===== src/rtl/dma_seq_pkg.sv =====
package dma_seq_pkg;

  typedef enum logic [3:0] {
    ST_UNINIT,
    ST_VALID,
    ST_FETCH,
    ST_DECODE,
    ST_WAIT,
    ST_RD,
    ST_WR,
    ST_STOP,
    ST_ERR
  } seq_state_e;

  typedef enum logic [1:0] {
    OP_NONE,
    OP_DESC,
    OP_RD,
    OP_WR
  } mem_op_e;

  localparam int unsigned FLOW_SRC_BIT = 31;
  localparam int unsigned FLOW_TGT_BIT = 30;
  localparam int unsigned LAST_DESC_IDX = 3;

endpackage


===== src/rtl/dma_seq_csr.sv =====
module dma_seq_csr (
  input  logic clk,
  input  logic rst_n,
  input  logic csr_wr,
  input  logic csr_run,
  input  logic csr_irq_clr,
  input  logic fetch_done,
  output logic run,
  output logic start_flag
);

  logic run_d, flag_d;

  always_comb begin
    run_d  = run;
    flag_d = start_flag;
    if (csr_wr) run_d = csr_run;
    // a new fetch completion wins over a clear in the same cycle
    if (fetch_done) flag_d = 1'b1;
    else if (csr_wr && csr_irq_clr) flag_d = 1'b0;
  end

  always_ff @(posedge clk or negedge rst_n) begin
    if (!rst_n) begin
      run        <= 1'b0;
      start_flag <= 1'b0;
    end else begin
      run        <= run_d;
      start_flag <= flag_d;
    end
  end

  p_irq_set_r7: assert property (@(posedge clk) disable iff (!rst_n)
    fetch_done |=> start_flag);

  p_irq_w1c_r7: assert property (@(posedge clk) disable iff (!rst_n)
    (start_flag && !fetch_done && !(csr_wr && csr_irq_clr)) |=> start_flag);

endmodule


===== src/rtl/dma_seq_path.sv =====
module dma_seq_path
  import dma_seq_pkg::*;
#(
  parameter int unsigned WORD_W = 32,
  parameter int unsigned LEN_W  = 16
) (
  input  logic              clk,
  input  logic              rst_n,
  input  logic              ptr_load,
  input  logic [WORD_W-1:0] ptr_wdata,
  input  mem_op_e           mem_op,
  input  logic [1:0]        fetch_idx,
  input  logic              mem_ack,
  input  logic [WORD_W-1:0] mem_rdata,
  output logic [WORD_W-1:0] mem_addr,
  output logic [WORD_W-1:0] mem_wdata,
  output logic              stop_bit,
  output logic              flow_src,
  output logic              flow_tgt,
  output logic              words_zero,
  output logic              words_last
);

  localparam int unsigned CNT_W = LEN_W - 2;

  logic [WORD_W-1:0] next_ptr, ptr_stage, src_addr, tgt_addr, data_buf;
  logic [CNT_W-1:0]  words_left;
  logic [1:0]        flow_q;

  logic desc_ack, rd_ack, wr_ack;

  assign desc_ack = (mem_op == OP_DESC) && mem_ack;
  assign rd_ack   = (mem_op == OP_RD)   && mem_ack;
  assign wr_ack   = (mem_op == OP_WR)   && mem_ack;

  // next pointer: a software load, or committed from staging after the last word
  always_ff @(posedge clk or negedge rst_n) begin
    if (!rst_n) begin
      next_ptr  <= '0;
      ptr_stage <= '0;
    end else begin
      if (ptr_load) next_ptr <= ptr_wdata;
      else if (desc_ack && fetch_idx == 2'(LAST_DESC_IDX)) next_ptr <= ptr_stage;
      if (desc_ack && fetch_idx == 2'd0) ptr_stage <= mem_rdata;
    end
  end

  always_ff @(posedge clk or negedge rst_n) begin
    if (!rst_n) begin
      src_addr <= '0;
    end else if (desc_ack && fetch_idx == 2'd1) begin
      src_addr <= mem_rdata;
    end else if (rd_ack) begin
      src_addr <= src_addr + WORD_W'(4);
    end
  end

  always_ff @(posedge clk or negedge rst_n) begin
    if (!rst_n) begin
      tgt_addr <= '0;
    end else if (desc_ack && fetch_idx == 2'd2) begin
      tgt_addr <= mem_rdata;
    end else if (wr_ack) begin
      tgt_addr <= tgt_addr + WORD_W'(4);
    end
  end

  always_ff @(posedge clk or negedge rst_n) begin
    if (!rst_n) begin
      words_left <= '0;
      flow_q     <= '0;
    end else if (desc_ack && fetch_idx == 2'(LAST_DESC_IDX)) begin
      words_left <= mem_rdata[LEN_W-1:2];
      flow_q     <= {mem_rdata[FLOW_SRC_BIT], mem_rdata[FLOW_TGT_BIT]};
    end else if (wr_ack) begin
      words_left <= words_left - CNT_W'(1);
    end
  end

  always_ff @(posedge clk or negedge rst_n) begin
    if (!rst_n) data_buf <= '0;
    else if (rd_ack) data_buf <= mem_rdata;
  end

  always_comb begin
    unique case (mem_op)
      OP_DESC: mem_addr = {next_ptr[WORD_W-1:2], 2'b00}
                          + {{(WORD_W-4){1'b0}}, fetch_idx, 2'b00};
      OP_RD:   mem_addr = src_addr;
      OP_WR:   mem_addr = tgt_addr;
      default: mem_addr = '0;
    endcase
  end

  assign mem_wdata  = data_buf;
  assign stop_bit   = next_ptr[0];
  assign flow_src   = flow_q[1];
  assign flow_tgt   = flow_q[0];
  assign words_zero = (words_left == '0);
  assign words_last = (words_left == CNT_W'(1));

  p_src_step_r4: assert property (@(posedge clk) disable iff (!rst_n)
    rd_ack |=> src_addr == $past(src_addr) + WORD_W'(4));

  p_tgt_step_r4: assert property (@(posedge clk) disable iff (!rst_n)
    wr_ack |=> tgt_addr == $past(tgt_addr) + WORD_W'(4));

endmodule


===== src/rtl/dma_seq_fsm.sv =====
module dma_seq_fsm
  import dma_seq_pkg::*;
(
  input  logic       clk,
  input  logic       rst_n,
  input  logic       run,
  input  logic       ptr_wr,
  input  logic       periph_req,
  input  logic       mem_ack,
  input  logic       stop_bit,
  input  logic       flow_src,
  input  logic       flow_tgt,
  input  logic       words_zero,
  input  logic       words_last,
  output seq_state_e state,
  output mem_op_e    mem_op,
  output logic [1:0] fetch_idx,
  output logic       ptr_load,
  output logic       fetch_done
);

  seq_state_e state_q, state_d, end_state, data_state;
  logic [1:0] idx_q;

  assign end_state  = stop_bit ? ST_STOP : ST_FETCH;
  assign data_state = (flow_src ^ flow_tgt) ? ST_WAIT : ST_RD;

  always_comb begin
    state_d = state_q;
    unique case (state_q)
      ST_UNINIT: if (ptr_wr) state_d = ST_VALID;
      ST_VALID:  if (run) state_d = ST_FETCH;
      ST_FETCH:  if (mem_ack && idx_q == 2'(LAST_DESC_IDX)) state_d = ST_DECODE;
      ST_DECODE: begin
        if (!run)                       state_d = ST_STOP;
        else if (flow_src && flow_tgt)  state_d = ST_ERR;
        else if (words_zero)            state_d = end_state;
        else                            state_d = data_state;
      end
      ST_WAIT: begin
        if (!run)            state_d = ST_STOP;
        else if (periph_req) state_d = ST_RD;
      end
      ST_RD: if (mem_ack) state_d = ST_WR;
      ST_WR: begin
        if (mem_ack) begin
          if (!run)            state_d = ST_STOP;
          else if (words_last) state_d = end_state;
          else                 state_d = data_state;
        end
      end
      ST_STOP: if (ptr_wr) state_d = ST_VALID;
      ST_ERR:  if (!run) state_d = ST_UNINIT;
      default: state_d = ST_UNINIT;
    endcase
  end

  always_ff @(posedge clk or negedge rst_n) begin
    if (!rst_n) state_q <= ST_UNINIT;
    else        state_q <= state_d;
  end

  always_ff @(posedge clk or negedge rst_n) begin
    if (!rst_n) idx_q <= '0;
    else if (state_q == ST_FETCH && mem_ack) idx_q <= idx_q + 2'd1;
  end

  always_comb begin
    unique case (state_q)
      ST_FETCH: mem_op = OP_DESC;
      ST_RD:    mem_op = OP_RD;
      ST_WR:    mem_op = OP_WR;
      default:  mem_op = OP_NONE;
    endcase
  end

  assign state      = state_q;
  assign fetch_idx  = idx_q;
  assign ptr_load   = ptr_wr && (state_q == ST_UNINIT || state_q == ST_VALID
                                 || state_q == ST_STOP);
  assign fetch_done = (state_q == ST_FETCH) && mem_ack
                      && (idx_q == 2'(LAST_DESC_IDX));

  p_run_starts_fetch_r2: assert property (@(posedge clk) disable iff (!rst_n)
    (state_q == ST_VALID && run) |=> state_q == ST_FETCH);

  p_fetch_then_decode_r3: assert property (@(posedge clk) disable iff (!rst_n)
    fetch_done |=> state_q == ST_DECODE);

  p_wait_holds_r5: assert property (@(posedge clk) disable iff (!rst_n)
    (state_q == ST_WAIT && !periph_req) |=> (state_q == ST_WAIT || state_q == ST_STOP));

  p_stop_sticky_r8: assert property (@(posedge clk) disable iff (!rst_n)
    (state_q == ST_STOP && !ptr_wr) |=> state_q == ST_STOP);

  p_err_sticky_r9: assert property (@(posedge clk) disable iff (!rst_n)
    (state_q == ST_ERR && run) |=> state_q == ST_ERR);

  p_word_finishes_r10: assert property (@(posedge clk) disable iff (!rst_n)
    (state_q == ST_RD && mem_ack) |=> state_q == ST_WR);

endmodule


===== src/rtl/dma_desc_seq.sv =====
module dma_desc_seq
  import dma_seq_pkg::*;
#(
  parameter int unsigned WORD_W = 32,
  parameter int unsigned LEN_W  = 16
) (
  input  logic              clk,
  input  logic              rst_n,
  input  logic              csr_wr,
  input  logic              csr_run,
  input  logic              csr_irq_clr,
  input  logic              ptr_wr,
  input  logic [WORD_W-1:0] ptr_wdata,
  output logic              run_o,
  output logic              stopped_o,
  output logic              start_irq_o,
  output logic              error_o,
  output logic              mem_req,
  output logic              mem_we,
  output logic [WORD_W-1:0] mem_addr,
  output logic [WORD_W-1:0] mem_wdata,
  input  logic [WORD_W-1:0] mem_rdata,
  input  logic              mem_ack,
  input  logic              periph_req
);

  logic [1:0] rst_sync;
  logic       rst_core_n;

  // assert asynchronously, release on the second clock edge
  always_ff @(posedge clk or negedge rst_n) begin
    if (!rst_n) rst_sync <= 2'b00;
    else        rst_sync <= {rst_sync[0], 1'b1};
  end
  assign rst_core_n = rst_sync[1];

  seq_state_e state;
  mem_op_e    mem_op;
  logic [1:0] fetch_idx;
  logic       ptr_load, fetch_done, run;
  logic       stop_bit, flow_src, flow_tgt, words_zero, words_last;

  dma_seq_csr i_csr (
    .clk         (clk),
    .rst_n       (rst_core_n),
    .csr_wr      (csr_wr),
    .csr_run     (csr_run),
    .csr_irq_clr (csr_irq_clr),
    .fetch_done  (fetch_done),
    .run         (run),
    .start_flag  (start_irq_o)
  );

  dma_seq_fsm i_fsm (
    .clk        (clk),
    .rst_n      (rst_core_n),
    .run        (run),
    .ptr_wr     (ptr_wr),
    .periph_req (periph_req),
    .mem_ack    (mem_ack),
    .stop_bit   (stop_bit),
    .flow_src   (flow_src),
    .flow_tgt   (flow_tgt),
    .words_zero (words_zero),
    .words_last (words_last),
    .state      (state),
    .mem_op     (mem_op),
    .fetch_idx  (fetch_idx),
    .ptr_load   (ptr_load),
    .fetch_done (fetch_done)
  );

  dma_seq_path #(
    .WORD_W (WORD_W),
    .LEN_W  (LEN_W)
  ) i_path (
    .clk        (clk),
    .rst_n      (rst_core_n),
    .ptr_load   (ptr_load),
    .ptr_wdata  (ptr_wdata),
    .mem_op     (mem_op),
    .fetch_idx  (fetch_idx),
    .mem_ack    (mem_ack),
    .mem_rdata  (mem_rdata),
    .mem_addr   (mem_addr),
    .mem_wdata  (mem_wdata),
    .stop_bit   (stop_bit),
    .flow_src   (flow_src),
    .flow_tgt   (flow_tgt),
    .words_zero (words_zero),
    .words_last (words_last)
  );

  assign run_o     = run;
  assign stopped_o = (state == ST_STOP);
  assign error_o   = (state == ST_ERR);
  assign mem_req   = (mem_op != OP_NONE);
  assign mem_we    = (mem_op == OP_WR);

endmodule


===== config.mk =====
export PLATFORM = sky130hd
export DESIGN_NAME = dma_desc_seq
export DESIGN_NICKNAME = d
export VERILOG_FILES = /design/src/rtl/dma_seq_pkg.sv /design/src/rtl/dma_seq_csr.sv /design/src/rtl/dma_seq_path.sv /design/src/rtl/dma_seq_fsm.sv /design/src/rtl/dma_desc_seq.sv
export SDC_FILE = /design/constraint.sdc
export NUM_CORES = 1
export LEC_CHECK = 0
export ABC_AREA = 1
export ABC_CLOCK_PERIOD_IN_PS = 9300
export BUFFER_PORTS_ARGS = -buffer_cell sky130_fd_sc_hd__clkbuf_2
export CAP_MARGIN = 10
export CORE_MARGIN = 1.5
export CORE_UTILIZATION = 60
export DETAILED_ROUTE_END_ITERATION = 10
export MAX_ROUTING_LAYER = met4
export PLACE_DENSITY = 0.82
export SLEW_MARGIN = 40
export SYNTH_ARGS = -nofsm -noshare
export SYNTH_HDL_FRONTEND = slang
export SYNTH_SLANG_ARGS = --single-unit

===== constraint.sdc =====
create_clock -name clk -period 9.3 [get_ports clk]
set_clock_uncertainty 0.15 [all_clocks]
set_input_delay 1.395 -clock clk [delete_from_list [all_inputs] [get_ports clk]]
set_output_delay 1.395 -clock clk [all_outputs]
set_load 0.02 [all_outputs]

==> flow_summary.ini, run 1 <==
[floorplan]
rows = 49
die_y_um = 139
core_um2 = 18000
die-area_um2 = 19200
start_util = 0.612
pin_count = 142
fp.dieW_um = 139

[logic_synthesis]
yosys.area_share.simple = 0.325
ys_ff_latch = 184
yosysUniqueCellTypes = 43
synth-xor-area-share = 0.0222
synth_nets = 1619
seq_area_frac_synth = 0.417
synth.top_cell.area_share = 0.417
avgSynthCellArea_um2 = 7.19
synthArstFlopShare = 1.00
synthAdderAreaFrac = 0.0154
synth-edff-count = 0
synthMuxAreaShare = 0
synth_top_area_cell = dfrtp_1
ys.flop_type = dfrtp_1
synth_top_family_by_area = simple AND/OR/NAND/NOR gates
synth-compound-area-share = 0.127
yosys-top-cells-area = dfrtp_1 (42%), nand2_1 (16%), nand3_1 (7.8%), inv_1 (6.2%), o21ai_0 (3.8%)
yosysWarnings = 0
synth_cells = 1534
synth_area_um2 = 11000

[global_routing]
grt_usage = 0.392
grt_max_degree = 84
grt_pass1_vias = 10500
grt_pass1_wl_um = 56500
busiest_layer = met2
antenna_found_initial = 0
grt-ovfl-total = 0
use_met2 = 0.585
globalRouteMet1Util = 0.555
grt_use_met3 = 0.0749

[timing]
fin_tns_setup_ns = 0
rsz0062_at_grt = false
slew_headroom = 0.464
setup_viol = 0
finalMaxSlewViolations = 0
min_period_ns = 4.56
hold_ws_ns = 0.0753
hold_viol_final = 0
worst_pin_slew_ns = 0.799
max_freq_mhz = 219
period_share = 0.491

[worst_setup_path]
reg2reg_from = i_fsm.state[2]
critPathArrivalTime_ns = 3.02
crit_type = flip-flop to output port
slowest_delay_ns = 0.55
end_kind = output port
slowest_stage = inv_1
crit_chain = nand2_1 -> nor2_4 -> inv_1 -> o22ai_1 -> inv_1 -> nand2_1 -> clkbuf_2
critPathRequiredTime_ns = 7.76
crit_fanout = 22
cp-startpoint = i_fsm.state[1]
start_kind = flip-flop

[placement]
place.gp.congestion = 0.991
portBuffers = 140
dp.cells = 1854
dpl.hpwl_um = 26600

[clock_tree]
clkSinkCount = 184
htree_levels = 4
clk_path_buf_depth = 2
post_cts_buffers = 0
clk_latency_ns = 0.44
root_buffer = clkbuf_16
cts_hold_buf = 0
cts_tree = yes
cts_buffers = 17
post_cts_resized = 0
clk_pin_slew_worst_paths_ns = 0.07

[finish]
final_common_cell = nand2_1
syn_to_final_growth_pct = 11.9
drive_gt1_frac = 0.127
fill_cells = 1598
final_cells = 1886
multi_input_area_um2 = 5410
layout_common_cells = nand2_1 (482), dfrtp_1 (183), inv_1 (182)
post-route-util = 0.685
final_nets = 1729
regArea_um2 = 4610
antenna_cells = 0

[flow_run]
cap_violations = 0

[drt]
wl_per_cell_um = 19.4
first_pass_iters = 5
drt_wl_total_um = 36600
drcViolationCount = 0
ant_nets = 0
vias_per_cell = 5.96
drt_iter0_markers = 1331
vias = 11200

[power]
p_total_uw = 3940
power_leakage_uw = 0.00623
peakVddDrop_v = 0.000206
powerDensity_nw_per_um2 = 319

[run_status]
status = completed

[min_path]
min_path_type = flip-flop to asynchronous set/reset pin
==> sequential cells by signal, summed over array words and instances (netlist names) <==
signal             count
i_path.mem_wdata      32
i_fsm.fetch_idx        2
i_path.flow_q          2
i_path.words_left     14
i_csr.run              1
i_path.src_addr       32
i_csr.start_flag       1
i_path.next_ptr       31
i_fsm.state            4
i_path.ptr_stage      31
i_path.tgt_addr       32
rst_sync               2
==> metal layers <==
| metal | wire, µm | share of wire |
|---|---|---|
| met2 | 16500 | 0.45 |
| met3 | 3750 | 0.10 |
| met1 | 15600 | 0.43 |
| met5 | 0 | 0 |
| met4 | 745 | 0.020 |
==> final cells by class <==
class | instances | area share
clock inverter | 13 | 0.0115
inverter | 192 | 0.0586
timing repair buffer | 144 | 0.0600
sequential | 184 | 0.373
clock buffer | 19 | 0.0351
multi-input combinational | 1105 | 0.438
tap | 229 | 0.0232
==> path summary, 6_finish.rpt <==
path | cells after the start | slack, ns | end
worst max-delay path | 7 | 4.74 | mem_addr[25]
worst min-delay path | 0 | 0.08 | i_path.src_addr[24]
worst max register to register | 9 | 5.92 | i_path.src_addr[9]
worst min register to register | 0 | 0.08 | i_path.src_addr[24]
max in group asynchronous | 2 | 7.22 | i_fsm.state[3]
min in group clk | 0 | 0.21 | rst_sync[1]
==> power breakdown <==
group | switching (µW) | internal [µW]
logic | 1140 | 558
clock network | 347 | 379
registers | 355 | 1160
==> cells in the mapped netlist, types with 2 or more instances <==
master / instances
o211ai_1: 17
o22ai_1: 34
ha_1: 12
nor2_1: 105
nand4_1: 16
a21oi_1: 18
o221ai_2: 2
nor3_1: 38
nand3_1: 173
o21bai_1: 10
nor2_4: 2
xnor2_1: 4
nand2_1: 483
nand2_2: 2
buf_6: 9
clkinv_1: 2
inv_2: 7
dfrtp_1: 184
buf_4: 3
nand2_4: 7
buf_2: 20
xor2_1: 24
nor2_2: 4
nand3b_1: 3
a22o_1: 2
o211ai_2: 2
clkbuf_1: 20
o21ai_0: 84
or2_2: 4
inv_1: 182
o221ai_1: 25
a21o_1: 8
o21ai_1: 18
==> critical path, delay by kind of cell, from the launching register on <==
| family | cells | cell delay [ns] |
|---|---|---|
| AND/OR/NAND/NOR | 3 | 0.80 |
| AO/OA/AOI/OAI | 1 | 0.43 |
| flip-flops | 1 | 0.52 |
| buffers and inverters | 3 | 0.80 |
==> kinds of logic (layout without fill, tap and decap cells) <==
logic type | Yosys count | count (layout)
compound gates | 224 | 224
simple gates | 839 | 839
other cells | 1 | 1
buf+inv | 245 | 368
flops | 184 | 184
xor+xnor | 28 | 28
fa+ha+maj | 13 | 13
==> per-stage QoR <==
step / worst slack [ns] / area (µm²)
after floorplan: 3.64 / 11000
after global placement: 5.32 / 11800
after detailed placement: 5.35 / 11800
after CTS: 4.86 / 12300
after global routing: 4.66 / 12300
final: 4.74 / 12300
(Power assumes the default switching activity.)
==> run 2: changes to the inputs <==
--- a/config.mk
+++ b/config.mk
@@ -6,14 +6,14 @@
 export NUM_CORES = 1
 export LEC_CHECK = 0
 export ABC_AREA = 1
-export ABC_CLOCK_PERIOD_IN_PS = 9300
+export ABC_CLOCK_PERIOD_IN_PS = 3800
 export BUFFER_PORTS_ARGS = -buffer_cell sky130_fd_sc_hd__clkbuf_2
 export CAP_MARGIN = 10
 export CORE_MARGIN = 1.5
-export CORE_UTILIZATION = 60
+export CORE_UTILIZATION = 53
 export DETAILED_ROUTE_END_ITERATION = 10
 export MAX_ROUTING_LAYER = met4
-export PLACE_DENSITY = 0.82
+export PLACE_DENSITY = 0.77
 export SLEW_MARGIN = 40
 export SYNTH_ARGS = -nofsm -noshare
 export SYNTH_HDL_FRONTEND = slang
==> constraint.sdc (replaced) <==
create_clock -name clk -period 3.8 [get_ports clk]
set_clock_uncertainty 0.15 [all_clocks]
set_input_delay 0.57 -clock clk [delete_from_list [all_inputs] [get_ports clk]]
set_output_delay 0.57 -clock clk [all_outputs]
set_load 0.02 [all_outputs]
==> run 2 against run 1 <==
Against the previous run:
- sequential cell count unchanged
- combinational power rose by 140%
- cell area rose by 0.73%
- final cell count grew 2.5%
- non-clock buffer count rose by 6
- clock-buffer cell count shrank 1
- worst hold slack better by 0.12 ns
- register-to-register slack lost 4.9 ns
- sequential power increased by 140%
- total power up 140%
- first-iteration DRC count fell by 18%
- critical endpoint is now mem_addr[20]
- highest routed layer unchanged
==> flow_summary.ini, run 2 (synthesis gave the netlist of run 1 again) <==
[placement]
dpl.hpwl_um = 27000
place.gp.congestion = 1.02
portBuffers = 140

[clock_tree]
clk_latency_ns = 0.44
clk_path_buf_depth = 2
cts_tree = yes
root_buffer = clkbuf_16
cts_buffers = 17
htree_levels = 4
post_cts_buffers = 0
clk_pin_slew_worst_paths_ns = 0.07
clkSinkCount = 184

[power]
peakVddDrop_v = 0.000384
power_leakage_uw = 0.00625
p_total_uw = 9570
powerDensity_nw_per_um2 = 770

[floorplan]
core_um2 = 20300
die-area_um2 = 21700
rows = 52
die_y_um = 147
pin_count = 142
start_util = 0.544
fp.dieW_um = 147

[worst_setup_path]
cp_top_family = simple AND/OR/NAND/NOR gates
slowest_delay_ns = 0.45
crit_fanout = 7
critPathRequiredTime_ns = 3.08
crit_buf_inv = 1
end_kind = output port
start_kind = flip-flop
critPathArrivalTime_ns = 2.77
slowest_stage = dfrtp_1
crit_chain = ha_1 -> fa_1 -> nand2_1 -> nor2_2 -> nand2_1 -> nor2_2 -> nand2_1 -> nand2_1 -> nand3_1 -> o211ai_1 -> clkbuf_2
crit_type = flip-flop to output port
reg2reg_slack_ns = 1.07
crit_top_cell = nand2_1

[finish]
final_nets = 1735
syn_to_final_growth_pct = 12.7
antenna_cells = 0
layout_common_cells = nand2_1 (483), dfrtp_1 (183), inv_1 (182)
fill_cells = 1884
final_common_cell = nand2_1
drive_gt1_frac = 0.130

[global_routing]
grt_pass1_vias = 10300
grt_max_degree = 71
grt_pass1_wl_um = 56200
grt-ovfl-total = 0
antenna_found_initial = 0
grt_usage = 0.350

[timing]
max_freq_mhz = 287
hold_viol_final = 0
fin_tns_setup_ns = 0
period_share = 0.918
worst_pin_slew_ns = 0.813
finalMaxSlewViolations = 0
slew_headroom = 0.458
rsz0062_at_grt = false
min_period_ns = 3.49
setup_viol = 0

[drt]
ant_nets = 0
first_pass_iters = 6
drt_wl_total_um = 36000
vias_per_cell = 5.71
drcViolationCount = 0
wl_per_cell_um = 18.6
drt_iter0_markers = 1095
vias = 11000

[min_path]
min_path_type = primary input to flip-flop

[flow_run]
cap_violations = 0

[run_status]
status = completed
-- run 2: cell count changes in the layout (fill, tap and decap cells not counted) --
cell,previous run,this run
dlygate4sd3_1,0,1
clkbuf_8,1,0
clkinv_2,1,5
buf_12,0,2
inv_8,2,1
nand2_1,482,483
buf_4,2,7
clkinv_8,1,0
clkinvlp_4,2,3
nand2_2,2,1
buf_6,1,0
clkbuf_1,2,1
clkinv_4,3,1
-- run 2: stage by stage --
stage	hold slack, ns	cell area [µm²]	cells	util	setup WS [ns]
finish	0.196	12400	1933	0.613	0.311
global route	0.220	12400	1933	0.613	0.0878
CTS	0.187	12400	1933	0.613	0.300
detailed placement	0.193	11900	1900	0.585	0.785
global placement	0.185	11900	1900	0.585	0.853
floorplan	0.124	11000	1534	-	0.613
-- run 2: final cells by class --
type / count / area, µm² / share of cell area
clock buffers: 18 / 429 / 0.0345
clock inverters: 14 / 124 / 0.00996
inverters: 192 / 723 / 0.0581
multi-input cells: 1105 / 5410 / 0.435
flip-flops and latches: 184 / 4610 / 0.371
well taps: 270 / 338 / 0.0272
repair buffers: 150 / 803 / 0.0646
-- run 2: worst register-to-register path, delay by kind of cell (launching register included) --
family / cells / cell delay [ns]
AOI/OAI and AO/OA: 3 / 0.37
buffers and inverters: 2 / 0.86
DFF: 1 / 0.52
and+or+nand+nor: 4 / 0.76
-- run 2: what timing repair did --
action,4_1_cts,5_1_grt
hold buffers,1,0
resized for setup,0,0
endpoints found under the hold margin,2,0
-- run 2: final timing paths --
path,start,endpoint,cells past startpoint
max in group asynchronous,rst_sync[1],i_path.tgt_addr[4],1
setup / recovery,i_fsm.fetch_idx[0],mem_addr[20],11
setup reg to reg,i_fsm.state[1],i_path.tgt_addr[7],9
min in group asynchronous,rst_sync[1],i_path.src_addr[28],0
hold reg to reg,rst_sync[1],i_path.src_addr[28],0
hold / removal,csr_run,i_csr.run,3
-- run 2: metal layers --
layer / share of wire / GRT usage / vias to the layer above
li1: - / - / 5243
met4: 0.027 / 0.118 / 0
met5: 0 / - / -
met3: 0.11 / 0.0509 / 69
met2: 0.44 / 0.504 / 541
met1: 0.43 / 0.507 / 5188
-- run 2: power by group --
| group | leakage [µW] | internal [µW] | switching (µW) | total [µW] |
|---|---|---|---|---|
| combinational | 0.00369 | 1390 | 2750 | 4140 |
| sequential | 0.00230 | 2840 | 876 | 3720 |
| clock | 0.000269 | 909 | 809 | 1720 |
